## src/rtl/sdh_pkg.sv

```systemverilog
package sdh_pkg;
    localparam int HALF_W = 16;
    localparam int WORD_W = 32;

    localparam logic [7:0] OFS_CMD    = 8'h00;
    localparam logic [7:0] OFS_ARG    = 8'h04;
    localparam logic [7:0] OFS_RSP    = 8'h0C;
    localparam logic [7:0] OFS_STS    = 8'h1C;
    localparam logic [7:0] OFS_MSK    = 8'h20;
    localparam logic [7:0] OFS_CLKCTL = 8'h24;
    localparam logic [7:0] OFS_LEN    = 8'h26;
    localparam logic [7:0] OFS_OPT    = 8'h28;

    localparam int BIT_RESP_END = 0;
    localparam int BIT_DATA_END = 2;
    localparam int BIT_BUSY     = 30;
    localparam int CMD_DATA_BIT = 11;
    localparam int CLK_EN_BIT   = 8;
    localparam int CLK_SLOW_BIT = 6;

    localparam logic [WORD_W-1:0] ERR_BITS  = 32'hA07F_0000;
    localparam logic [WORD_W-1:0] DONE_BITS = 32'h0100_0005;
    localparam logic [WORD_W-1:0] IMPL_BITS = ERR_BITS | DONE_BITS;

    typedef enum logic [1:0] {
        ST_IDLE,
        ST_ISSUE,
        ST_WAIT_RESP,
        ST_WAIT_DATA
    } cmd_state_t;
endpackage

```

## src/rtl/sdh_cmd_fsm.sv

```systemverilog
module sdh_cmd_fsm
    import sdh_pkg::*;
(
    input  logic clk,
    input  logic rst_n,
    input  logic start_req,
    input  logic data_phase,
    input  logic resp_end,
    input  logic data_end,
    input  logic error_evt,
    output logic busy,
    output logic cmd_start
);
    cmd_state_t state_q, state_d;

    always_ff @(posedge clk or negedge rst_n) begin
        if (!rst_n) state_q <= ST_IDLE;
        else        state_q <= state_d;
    end

    always_comb begin
        state_d = state_q;
        unique case (state_q)
            ST_IDLE:      if (start_req) state_d = ST_ISSUE;
            ST_ISSUE:     state_d = error_evt ? ST_IDLE : ST_WAIT_RESP;
            ST_WAIT_RESP: begin
                if (error_evt)     state_d = ST_IDLE;
                else if (resp_end) state_d = data_phase ? ST_WAIT_DATA : ST_IDLE;
            end
            ST_WAIT_DATA: if (error_evt || data_end) state_d = ST_IDLE;
            default:      state_d = ST_IDLE;
        endcase
    end

    always_comb begin
        busy      = (state_q != ST_IDLE);
        cmd_start = (state_q == ST_ISSUE);
    end

    assert_start_pulse_R2: assert property (@(posedge clk) disable iff (!rst_n)
        cmd_start |=> !cmd_start);
    assert_busy_release_R3: assert property (@(posedge clk) disable iff (!rst_n)
        $fell(busy) |-> $past(resp_end || data_end || error_evt));
endmodule

```

## src/rtl/sdh_status_unit.sv

```systemverilog
module sdh_status_unit
    import sdh_pkg::*;
#(
    parameter logic [WORD_W-1:0] IMPL_MASK = IMPL_BITS
)(
    input  logic              clk,
    input  logic              rst_n,
    input  logic              sts_wr_lo,
    input  logic              sts_wr_hi,
    input  logic              msk_wr_lo,
    input  logic              msk_wr_hi,
    input  logic [HALF_W-1:0] wdata,
    input  logic [WORD_W-1:0] evt,
    input  logic              busy,
    output logic [WORD_W-1:0] status_view,
    output logic [WORD_W-1:0] mask_q,
    output logic              irq
);
    localparam int NHALF = WORD_W / HALF_W;

    logic [WORD_W-1:0] sts_q, keep, evt_impl;
    logic [NHALF-1:0]  sts_wr, msk_wr;

    assign sts_wr   = {sts_wr_hi, sts_wr_lo};
    assign msk_wr   = {msk_wr_hi, msk_wr_lo};
    assign evt_impl = evt & IMPL_MASK;

    for (genvar h = 0; h < NHALF; h++) begin : g_half
        assign keep[h*HALF_W +: HALF_W] = sts_wr[h] ? wdata : '1;

        always_ff @(posedge clk or negedge rst_n) begin
            if (!rst_n)         mask_q[h*HALF_W +: HALF_W] <= '1;
            else if (msk_wr[h]) mask_q[h*HALF_W +: HALF_W] <= wdata;
        end
    end

    always_ff @(posedge clk or negedge rst_n) begin
        if (!rst_n) sts_q <= '0;
        else        sts_q <= ((sts_q & keep) | evt_impl) & IMPL_MASK;
    end

    always_comb begin
        status_view           = sts_q;
        status_view[BIT_BUSY] = busy;
        irq                   = |(sts_q & ~mask_q);
    end

    assert_sticky_R6: assert property (@(posedge clk) disable iff (!rst_n)
        !(sts_wr_lo || sts_wr_hi) |=> ((sts_q & $past(sts_q)) == $past(sts_q)));
    assert_event_wins_R7: assert property (@(posedge clk) disable iff (!rst_n)
        (|evt_impl) |=> ((sts_q & $past(evt_impl)) == $past(evt_impl)));
endmodule

```

## src/rtl/sdh_regs.sv

```systemverilog
module sdh_regs
    import sdh_pkg::*;
#(
    parameter int ADDR_W = 8
)(
    input  logic              clk,
    input  logic              rst_n,
    input  logic              bus_sel,
    input  logic              bus_we,
    input  logic [ADDR_W-1:0] bus_addr,
    input  logic [15:0]       bus_wdata,
    output logic [15:0]       bus_rdata,
    input  logic [31:0]       evt_flags,
    input  logic [31:0]       evt_resp,
    output logic              cmd_start,
    output logic [15:0]       cmd_word,
    output logic [31:0]       cmd_arg,
    output logic              card_clk_en,
    output logic              card_clk_slow,
    output logic [15:0]       xfer_len,
    output logic [15:0]       card_opt,
    output logic              irq
);
    logic        wr, busy, start_req, resp_end, data_end, error_evt;
    logic [15:0] cmd_q, clk_q, len_q, opt_q;
    logic [31:0] arg_q, rsp_q, status_view, mask_q;

    function automatic logic hit(input logic [ADDR_W-1:0] a, input logic [7:0] ofs);
        return a == ADDR_W'(ofs);
    endfunction

    assign wr        = bus_sel && bus_we;
    assign start_req = wr && hit(bus_addr, OFS_CMD) && !busy;
    assign resp_end  = evt_flags[BIT_RESP_END];
    assign data_end  = evt_flags[BIT_DATA_END];
    assign error_evt = |(evt_flags & ERR_BITS);

    sdh_cmd_fsm u_fsm (
        .clk, .rst_n, .start_req,
        .data_phase (cmd_q[CMD_DATA_BIT]),
        .resp_end, .data_end, .error_evt,
        .busy, .cmd_start
    );

    sdh_status_unit #(.IMPL_MASK(IMPL_BITS)) u_sts (
        .clk, .rst_n,
        .sts_wr_lo (wr && hit(bus_addr, OFS_STS)),
        .sts_wr_hi (wr && hit(bus_addr, OFS_STS + 8'd2)),
        .msk_wr_lo (wr && hit(bus_addr, OFS_MSK)),
        .msk_wr_hi (wr && hit(bus_addr, OFS_MSK + 8'd2)),
        .wdata     (bus_wdata),
        .evt       (evt_flags),
        .busy,
        .status_view, .mask_q, .irq
    );

    always_ff @(posedge clk or negedge rst_n) begin
        if (!rst_n) begin
            cmd_q <= '0; arg_q <= '0; rsp_q <= '0;
            clk_q <= '0; len_q <= '0; opt_q <= '0;
        end else begin
            if (start_req) cmd_q <= bus_wdata;
            if (wr && hit(bus_addr, OFS_ARG))         arg_q[15:0]  <= bus_wdata;
            if (wr && hit(bus_addr, OFS_ARG + 8'd2))  arg_q[31:16] <= bus_wdata;
            if (wr && hit(bus_addr, OFS_CLKCTL) && !busy) clk_q <= bus_wdata;
            if (wr && hit(bus_addr, OFS_OPT) && !busy)    opt_q <= bus_wdata;
            if (wr && hit(bus_addr, OFS_LEN))         len_q <= bus_wdata;
            if (resp_end) rsp_q <= evt_resp;
        end
    end

    always_comb begin
        bus_rdata = '0;
        if      (hit(bus_addr, OFS_CMD))          bus_rdata = cmd_q;
        else if (hit(bus_addr, OFS_ARG))          bus_rdata = arg_q[15:0];
        else if (hit(bus_addr, OFS_ARG + 8'd2))   bus_rdata = arg_q[31:16];
        else if (hit(bus_addr, OFS_RSP))          bus_rdata = rsp_q[15:0];
        else if (hit(bus_addr, OFS_RSP + 8'd2))   bus_rdata = rsp_q[31:16];
        else if (hit(bus_addr, OFS_STS))          bus_rdata = status_view[15:0];
        else if (hit(bus_addr, OFS_STS + 8'd2))   bus_rdata = status_view[31:16];
        else if (hit(bus_addr, OFS_MSK))          bus_rdata = mask_q[15:0];
        else if (hit(bus_addr, OFS_MSK + 8'd2))   bus_rdata = mask_q[31:16];
        else if (hit(bus_addr, OFS_CLKCTL))       bus_rdata = clk_q;
        else if (hit(bus_addr, OFS_LEN))          bus_rdata = len_q;
        else if (hit(bus_addr, OFS_OPT))          bus_rdata = opt_q;
    end

    assign cmd_word      = cmd_q;
    assign cmd_arg       = arg_q;
    assign card_clk_en   = clk_q[CLK_EN_BIT];
    assign card_clk_slow = clk_q[CLK_SLOW_BIT];
    assign xfer_len      = len_q;
    assign card_opt      = opt_q;

    assert_cmd_hold_R4: assert property (@(posedge clk) disable iff (!rst_n)
        busy |=> $stable(cmd_q));
    assert_clk_refuse_R11: assert property (@(posedge clk) disable iff (!rst_n)
        busy |=> ($stable(clk_q) && $stable(opt_q)));
endmodule

```

## config.mk

```make
export PLATFORM = sky130hd
export DESIGN_NAME = sdh_regs
export DESIGN_NICKNAME = d
export VERILOG_FILES = /design/src/rtl/sdh_pkg.sv /design/src/rtl/sdh_cmd_fsm.sv /design/src/rtl/sdh_status_unit.sv /design/src/rtl/sdh_regs.sv
export SDC_FILE = /design/constraint.sdc
export NUM_CORES = 1
export LEC_CHECK = 0
export CAP_MARGIN = 20
export CORE_UTILIZATION = 45
export DETAILED_ROUTE_END_ITERATION = 10
export MAX_ROUTING_LAYER = met4
export PLACE_DENSITY_LB_ADDON = 0.08
export SYNTH_ARGS = -nofsm -noshare
export SYNTH_HDL_FRONTEND = slang
export SYNTH_HIERARCHICAL = 1
export SYNTH_SLANG_ARGS = --single-unit
```

## constraint.sdc

```tcl
create_clock -name clk -period 2.3 [get_ports clk]
set_input_delay 0.345 -clock clk [delete_from_list [all_inputs] [get_ports clk]]
set_output_delay 0.345 -clock clk [all_outputs]
set_load 0.01 [all_outputs]
```

Word-level counts from Yosys, hierarchy flattened:

Index checks and enable logic that the tools add are counted.
Widths: inputs -> output; s select.

* output and inout port bits: 100
* word-level logic and storage cells: 75
* bits in registers: 174

* equal/unequal tests: 17
* bitwise gates (word level): 4
* reductions and logical operators: 22
* mux-type cells: 21

Operator list (count)
* $mux 16: 14
* $and 32x32->32: 2
* $eq 8x6->1 const B: 5
* $not 32->32: 1
* $or 32x32->32: 1
* $reduce_or 32->1: 1
* $eq 8x3->1 const B: 2
* $eq 8x4->1 const B: 2
* $eq 8x5->1 const B: 2
* $logic_and 1x1->1: 14
* $mux 2: 6
* $reduce_or 9->1: 1
* $logic_not 8->1: 1
* $pmux 2 s4: 1
* $eq 2x2->1 const B: 2
* $ne 3x2->1 const B: 1
* $reduce_and 3->1: 1
* $eq 2x1->1 const B: 1
* $logic_not 2->1: 1
* $ne 2x1->1 const B: 1
* $ne 2x2->1 const B: 1
* $reduce_bool 2->1: 1
* $logic_not 1->1: 1
* $logic_or 1x1->1: 1

Longest topological paths before layout:

* depth after elaboration: 13
* mapped depth: 9
* gate-level depth less buffers: 6

Modules after synthesis:

The synthesis kept the hierarchy.

Modules (own cells, without submodules)
* sdh_regs: area an instance 7008.0 sq um, sequential area each 3203.1 sq um, cells an instance 641, instances 1
* sdh_status_unit: area an instance 2021.9 sq um, sequential area each 1141.1 sq um, cells an instance 144, instances 1
* sdh_cmd_fsm: area an instance 117.6 sq um, sequential area each 50.0 sq um, cells an instance 14, instances 1

Worst setup path after synthesis:

Ideal clock, no wire load.

* path type: in2out
* start: in bus_addr[3]
* end: out bus_rdata[2]
* cell stages on the path: 7
* slack: -0.167 ns
* buffers on the path: 2
* arrival: 2.122 ns
* required time: 1.955 ns
* cell sequence: clkbuf_1 > inv_1 > or4_1 > clkbuf_1 > nor2_1 > a221oi_1 > o21ai_0

* cells in the longest elaborated chain, start to end: 13
* elaborated cells between the ends (all ways): 24
* those cells by class: eq/ne (11); mux (12); reduce/logical (1)

RTL lines
* start: declaration: RTL line sdh_regs.sv:10 `input logic [ADDR_W-1:0] bus_addr,`
* $eq 8x6->1: RTL line sdh_regs.sv:29 `return a == ADDR_W'(ofs);`
* $mux 16: RTL line sdh_regs.sv:85 `else if (hit(bus_addr, OFS_OPT)) bus_rdata = opt_q;`
* $mux 16: RTL line sdh_regs.sv:84 `else if (hit(bus_addr, OFS_LEN)) bus_rdata = len_q;`
* $mux 16: RTL line sdh_regs.sv:83 `else if (hit(bus_addr, OFS_CLKCTL)) bus_rdata = clk_q;`
* $mux 16: RTL line sdh_regs.sv:82 `else if (hit(bus_addr, OFS_MSK + 8'd2)) bus_rdata = mask_q[31:16];`
* $mux 16: RTL line sdh_regs.sv:81 `else if (hit(bus_addr, OFS_MSK)) bus_rdata = mask_q[15:0];`
* $mux 16: RTL line sdh_regs.sv:80 `else if (hit(bus_addr, OFS_STS + 8'd2)) bus_rdata = status_view[31:16];`
* $mux 16: RTL line sdh_regs.sv:79 `else if (hit(bus_addr, OFS_STS)) bus_rdata = status_view[15:0];`
* $mux 16: RTL line sdh_regs.sv:78 `else if (hit(bus_addr, OFS_RSP + 8'd2)) bus_rdata = rsp_q[31:16];`
* $mux 16: RTL line sdh_regs.sv:77 `else if (hit(bus_addr, OFS_RSP)) bus_rdata = rsp_q[15:0];`
* $mux 16: RTL line sdh_regs.sv:76 `else if (hit(bus_addr, OFS_ARG + 8'd2)) bus_rdata = arg_q[31:16];`
* $mux 16: RTL line sdh_regs.sv:75 `else if (hit(bus_addr, OFS_ARG)) bus_rdata = arg_q[15:0];`
* $mux 16 (*): RTL line sdh_regs.sv:74 `if (hit(bus_addr, OFS_CMD)) bus_rdata = cmd_q;`
* end: declaration: RTL line sdh_regs.sv:12 `output logic [15:0] bus_rdata,`

Every way passes the cells marked *; elsewhere a longest branch is shown, timed or not.

Worst setup path in the final report:

* start: in bus_addr[7]
* end: out bus_rdata[1]

The elaborated chain is that of the path after synthesis.

==> impl_metrics.tcl <==
set metrics [dict create \
    final.setup.tns_ns -1.21 \
    clockBufferDepth 2 \
    synth_cells 799 \
    cts.htree.levels 4 \
    fraction_of_final_layout_cells_sized_beyond_drive_strength_1_pct 46.1 \
    dieArea_mm2 0.0209 \
    clock_share_of_power_pct 40.9 \
    routed_via_density 5.67 \
    power_density_mw_per_mm2 532 \
    end_of_flow_core_utilization_pct 68.3 \
    routabilityCongestion 0.994 \
    finalWorstPathRequiredPeriod_ns 2.44 \
    synth_largest_type_area_fraction_pct 38.8 \
    yosysUniqueCellTypes 59 \
    worstHoldPathType "primary input to async pin" \
    report.final.hold_viol_count 0 \
    core.rowCount 51 \
    timing.final.ws_setup_ns -0.138 \
    net-switching-power_w 0.00200 \
    violations "negative setup slack" \
    finish.net_count 1193 \
    vias_in_the_first_global_route 8097 \
    starting_density_of_the_core_pct 46.4 \
    tritoncts "built" \
    slew_headroom_pct 57.8 \
    cts_num_sinks 174 \
    worst-endpoint-arrival_ns 2.09 \
    io_pins 192 \
    design_power_total_w 0.00717 \
    final_antenna_net_count 0 \
    crit_path_cell_trace "buf_8, or3_4, nor4b_4, buf_4, buf_12, a21oi_4, a2bb2oi_2, a311oi_2, a211o_1, buf_2" \
    edff_count_synth 0 \
    critPathRequiredTime_ns 1.96 \
    syn_avg_cell_area_um2 11.4 \
    pin_count_of_the_biggest_net_entering_global_routing 60 \
    post-route-period-util_pct 106 \
    initial_detailed_routing_violation_count 368 \
    max_fo_critical_path 6 \
    globalRoute.totalOverflow 0 \
    max_cap_violations 0 \
    sequential_area_mm2 0.00439 \
    clock_latency_ns 0.45 \
    vias 7813 \
    critical_path_s_largest_stage_delay_ns 0.45 \
    post-dp-hpwl_mm 22.9 \
    postRouteWirelength_mm 31.6 \
    synth.cell_area_mm2 0.00915 \
    leakagePower_nw 5.94 \
    fp.coreArea_mm2 0.0197 \
    post-synth-top-area-cell "dfrtp_1" \
    achievable-frequency_mhz 410 \
    dominantRegCellSynth "dfrtp_1" \
    power.switching_fraction_pct 27.9 \
    drt_first_pass_iters 5 \
    diode_count 0 \
    post_drt_wl_per_cell_um 22.9 \
    post-route-drc-count 0 \
    cp.buffers_inverters 4 \
    crit_start "bus_addr[7]" \
    rsz0062_at_grt "true" \
    ys.warnings.count 6 \
    critPathTopFamily "simple AND/OR/NAND/NOR gates" \
    grt_util_all_layers_pct 32.4 \
    seqPwrFrac_pct 45.8 \
    critPathLaunchType "primary input" \
    mostFrequentLayoutCells "clkdlybuf4s50_1, dfrtp_1, mux2_2" \
    instances_no_fill 1379 \
    worst_slew_pin_slew_ns 0.633 \
    finalSetupViolCount 16 \
    outcome "finished, violations left" \
    timing.rr.start "u_fsm/state_q[0]" \
    yosys-top-cells-area "dfrtp_1, mux2_2, dfstp_2, mux2_4, nand2b_1" \
    worst_ir_drop_vdd_v 0.000471 \
    cp_capture_type "primary output" \
    timing_worst_setup_path_type "primary input to primary output" \
    yosys_register_bits 174 \
    cell_internal_pwr_w 0.00517 \
    floorplan.die.height_um 145 \
    comb_power_share_pct 13.2 \
    crit_path_top_delay_cell "or3_4" \
    area_delta_synth_final_pct 47.3 \
    final_common_cell "clkdlybuf4s50_1" \
    first_pass_grt_wire_length_mm 47.4 \
    cts_buffer_count 17 \
    clock-skew-final_ns 0.0200 \
    async_flop_share_pct 100 \
    width_of_the_die_um 145 \
    antenna_found_initial 0 \
    multiInputGateArea_mm2 0.00501 \
    clk_transition_reported_paths_ns 0.08 \
    slew_viol_final 0 \
    i_o_buffers 171 \
    ys_seq_area_share_pct 48.0 \
    filler_cell_count 1498 \
    place_inst 1317 \
    root_buffer "clkbuf_16" \
]
[kinds of logic after synthesis]
kind of cell,Yosys count,share of synthesized area (%)
and+or+nand+nor,186,11.1
muxes,178,23.0
AOI/OAI and AO/OA,175,12.9
DFF,174,48.0
buffers and inverters,85,4.92
other,1,0.0410
[layer usage]
metal | global-route usage (%) | routed length (um)
met3 | 4.01 | 1390
met5 | - | 0
met4 | 14.6 | 1270
met2 | 53.1 | 15700
met1 | 39.9 | 13200
[what timing repair did]
action / 4_1_cts / 5_1_grt
buffers inserted: 21 / 11
pin swaps: 37 / 37
cloned: 2 / 0
endpoints found under the hold margin: 40 / 0
gates resized for setup: 182 / 71
endpoints found under the setup margin: 89 / 17
hold buffers: 1 / 0
[worst register-to-register path: stages, from the launching register on]
cell,delay (ns)
dfrtp_1,0.41
inv_1,0.11
nand2_1,0.17
buf_4,0.20
nor4_4,0.32
buf_12,0.22
mux2_2,0.37
[worst paths after layout]
kind,to,slack (ns),cells past startpoint
max,bus_rdata[1],-0.14,10
min,card_opt[1],0.45,2
max reg2reg,cmd_word[12],0.40,6
min reg2reg,clk_q[5],0.50,1
max in group asynchronous,u_sts/mask_q[26],1.09,3
min in group clk,u_sts/sts_q[24],0.49,2
[power by group through the flow]
stage | combinational, W | clock [W] | sequential [W]
floorplan | 0.000332 | 0 | 0.00332
global placement | 0.000844 | 0 | 0.00333
detailed placement | 0.000858 | 0 | 0.00334
CTS | 0.000915 | 0.00299 | 0.00328
global route | 0.00101 | 0.00315 | 0.00330
finish | 0.000950 | 0.00294 | 0.00329
[area by class of cell]
| type | instances | share of cell area, % |
|---|---|---|
| Clock buffer | 18 | 3.26 |
| Clock inverter | 14 | 1.20 |
| Inverter | 15 | 0.418 |
| Multi-Input combinational cell | 558 | 37.1 |
| Sequential cell | 174 | 32.6 |
| Tap cell | 265 | 2.46 |
| Timing Repair Buffer | 335 | 22.9 |
[cell usage after synthesis, types with 12 or more instances]
cell	instances
nor3_1	17
inv_1	15
dfrtp_1	142
nand2_1	40
a22o_1	12
dfstp_2	32
o21ai_0	30
a21o_1	12
mux2_4	24
a21oi_1	41
o22ai_1	13
nor2b_1	14
nand3_1	14
mux2_2	139
nor2_1	32
nand2b_1	33
buf_4	20
mux2i_1	13
clkbuf_1	27
[state kept, by name, summed over array words and instances, names as in the netlist]
name           count
card_opt          16
clk_q             16
cmd_arg           32
cmd_word          16
rsp_q             32
u_fsm/state_q      2
u_sts/mask_q      32
u_sts/sts_q       12
xfer_len          16
[metrics by stage]
step                area, um2  setup WS (ns)  hold WS (ns)
floorplan                9240        -0.0185        0.0494
global placement        12000          -1.08         0.363
detailed placement      12000          -1.15         0.372
CTS                     13000         -0.225         0.466
global route            13500         -0.207         0.484
finish                  13500         -0.138         0.451
(Power assumes the default switching activity.)
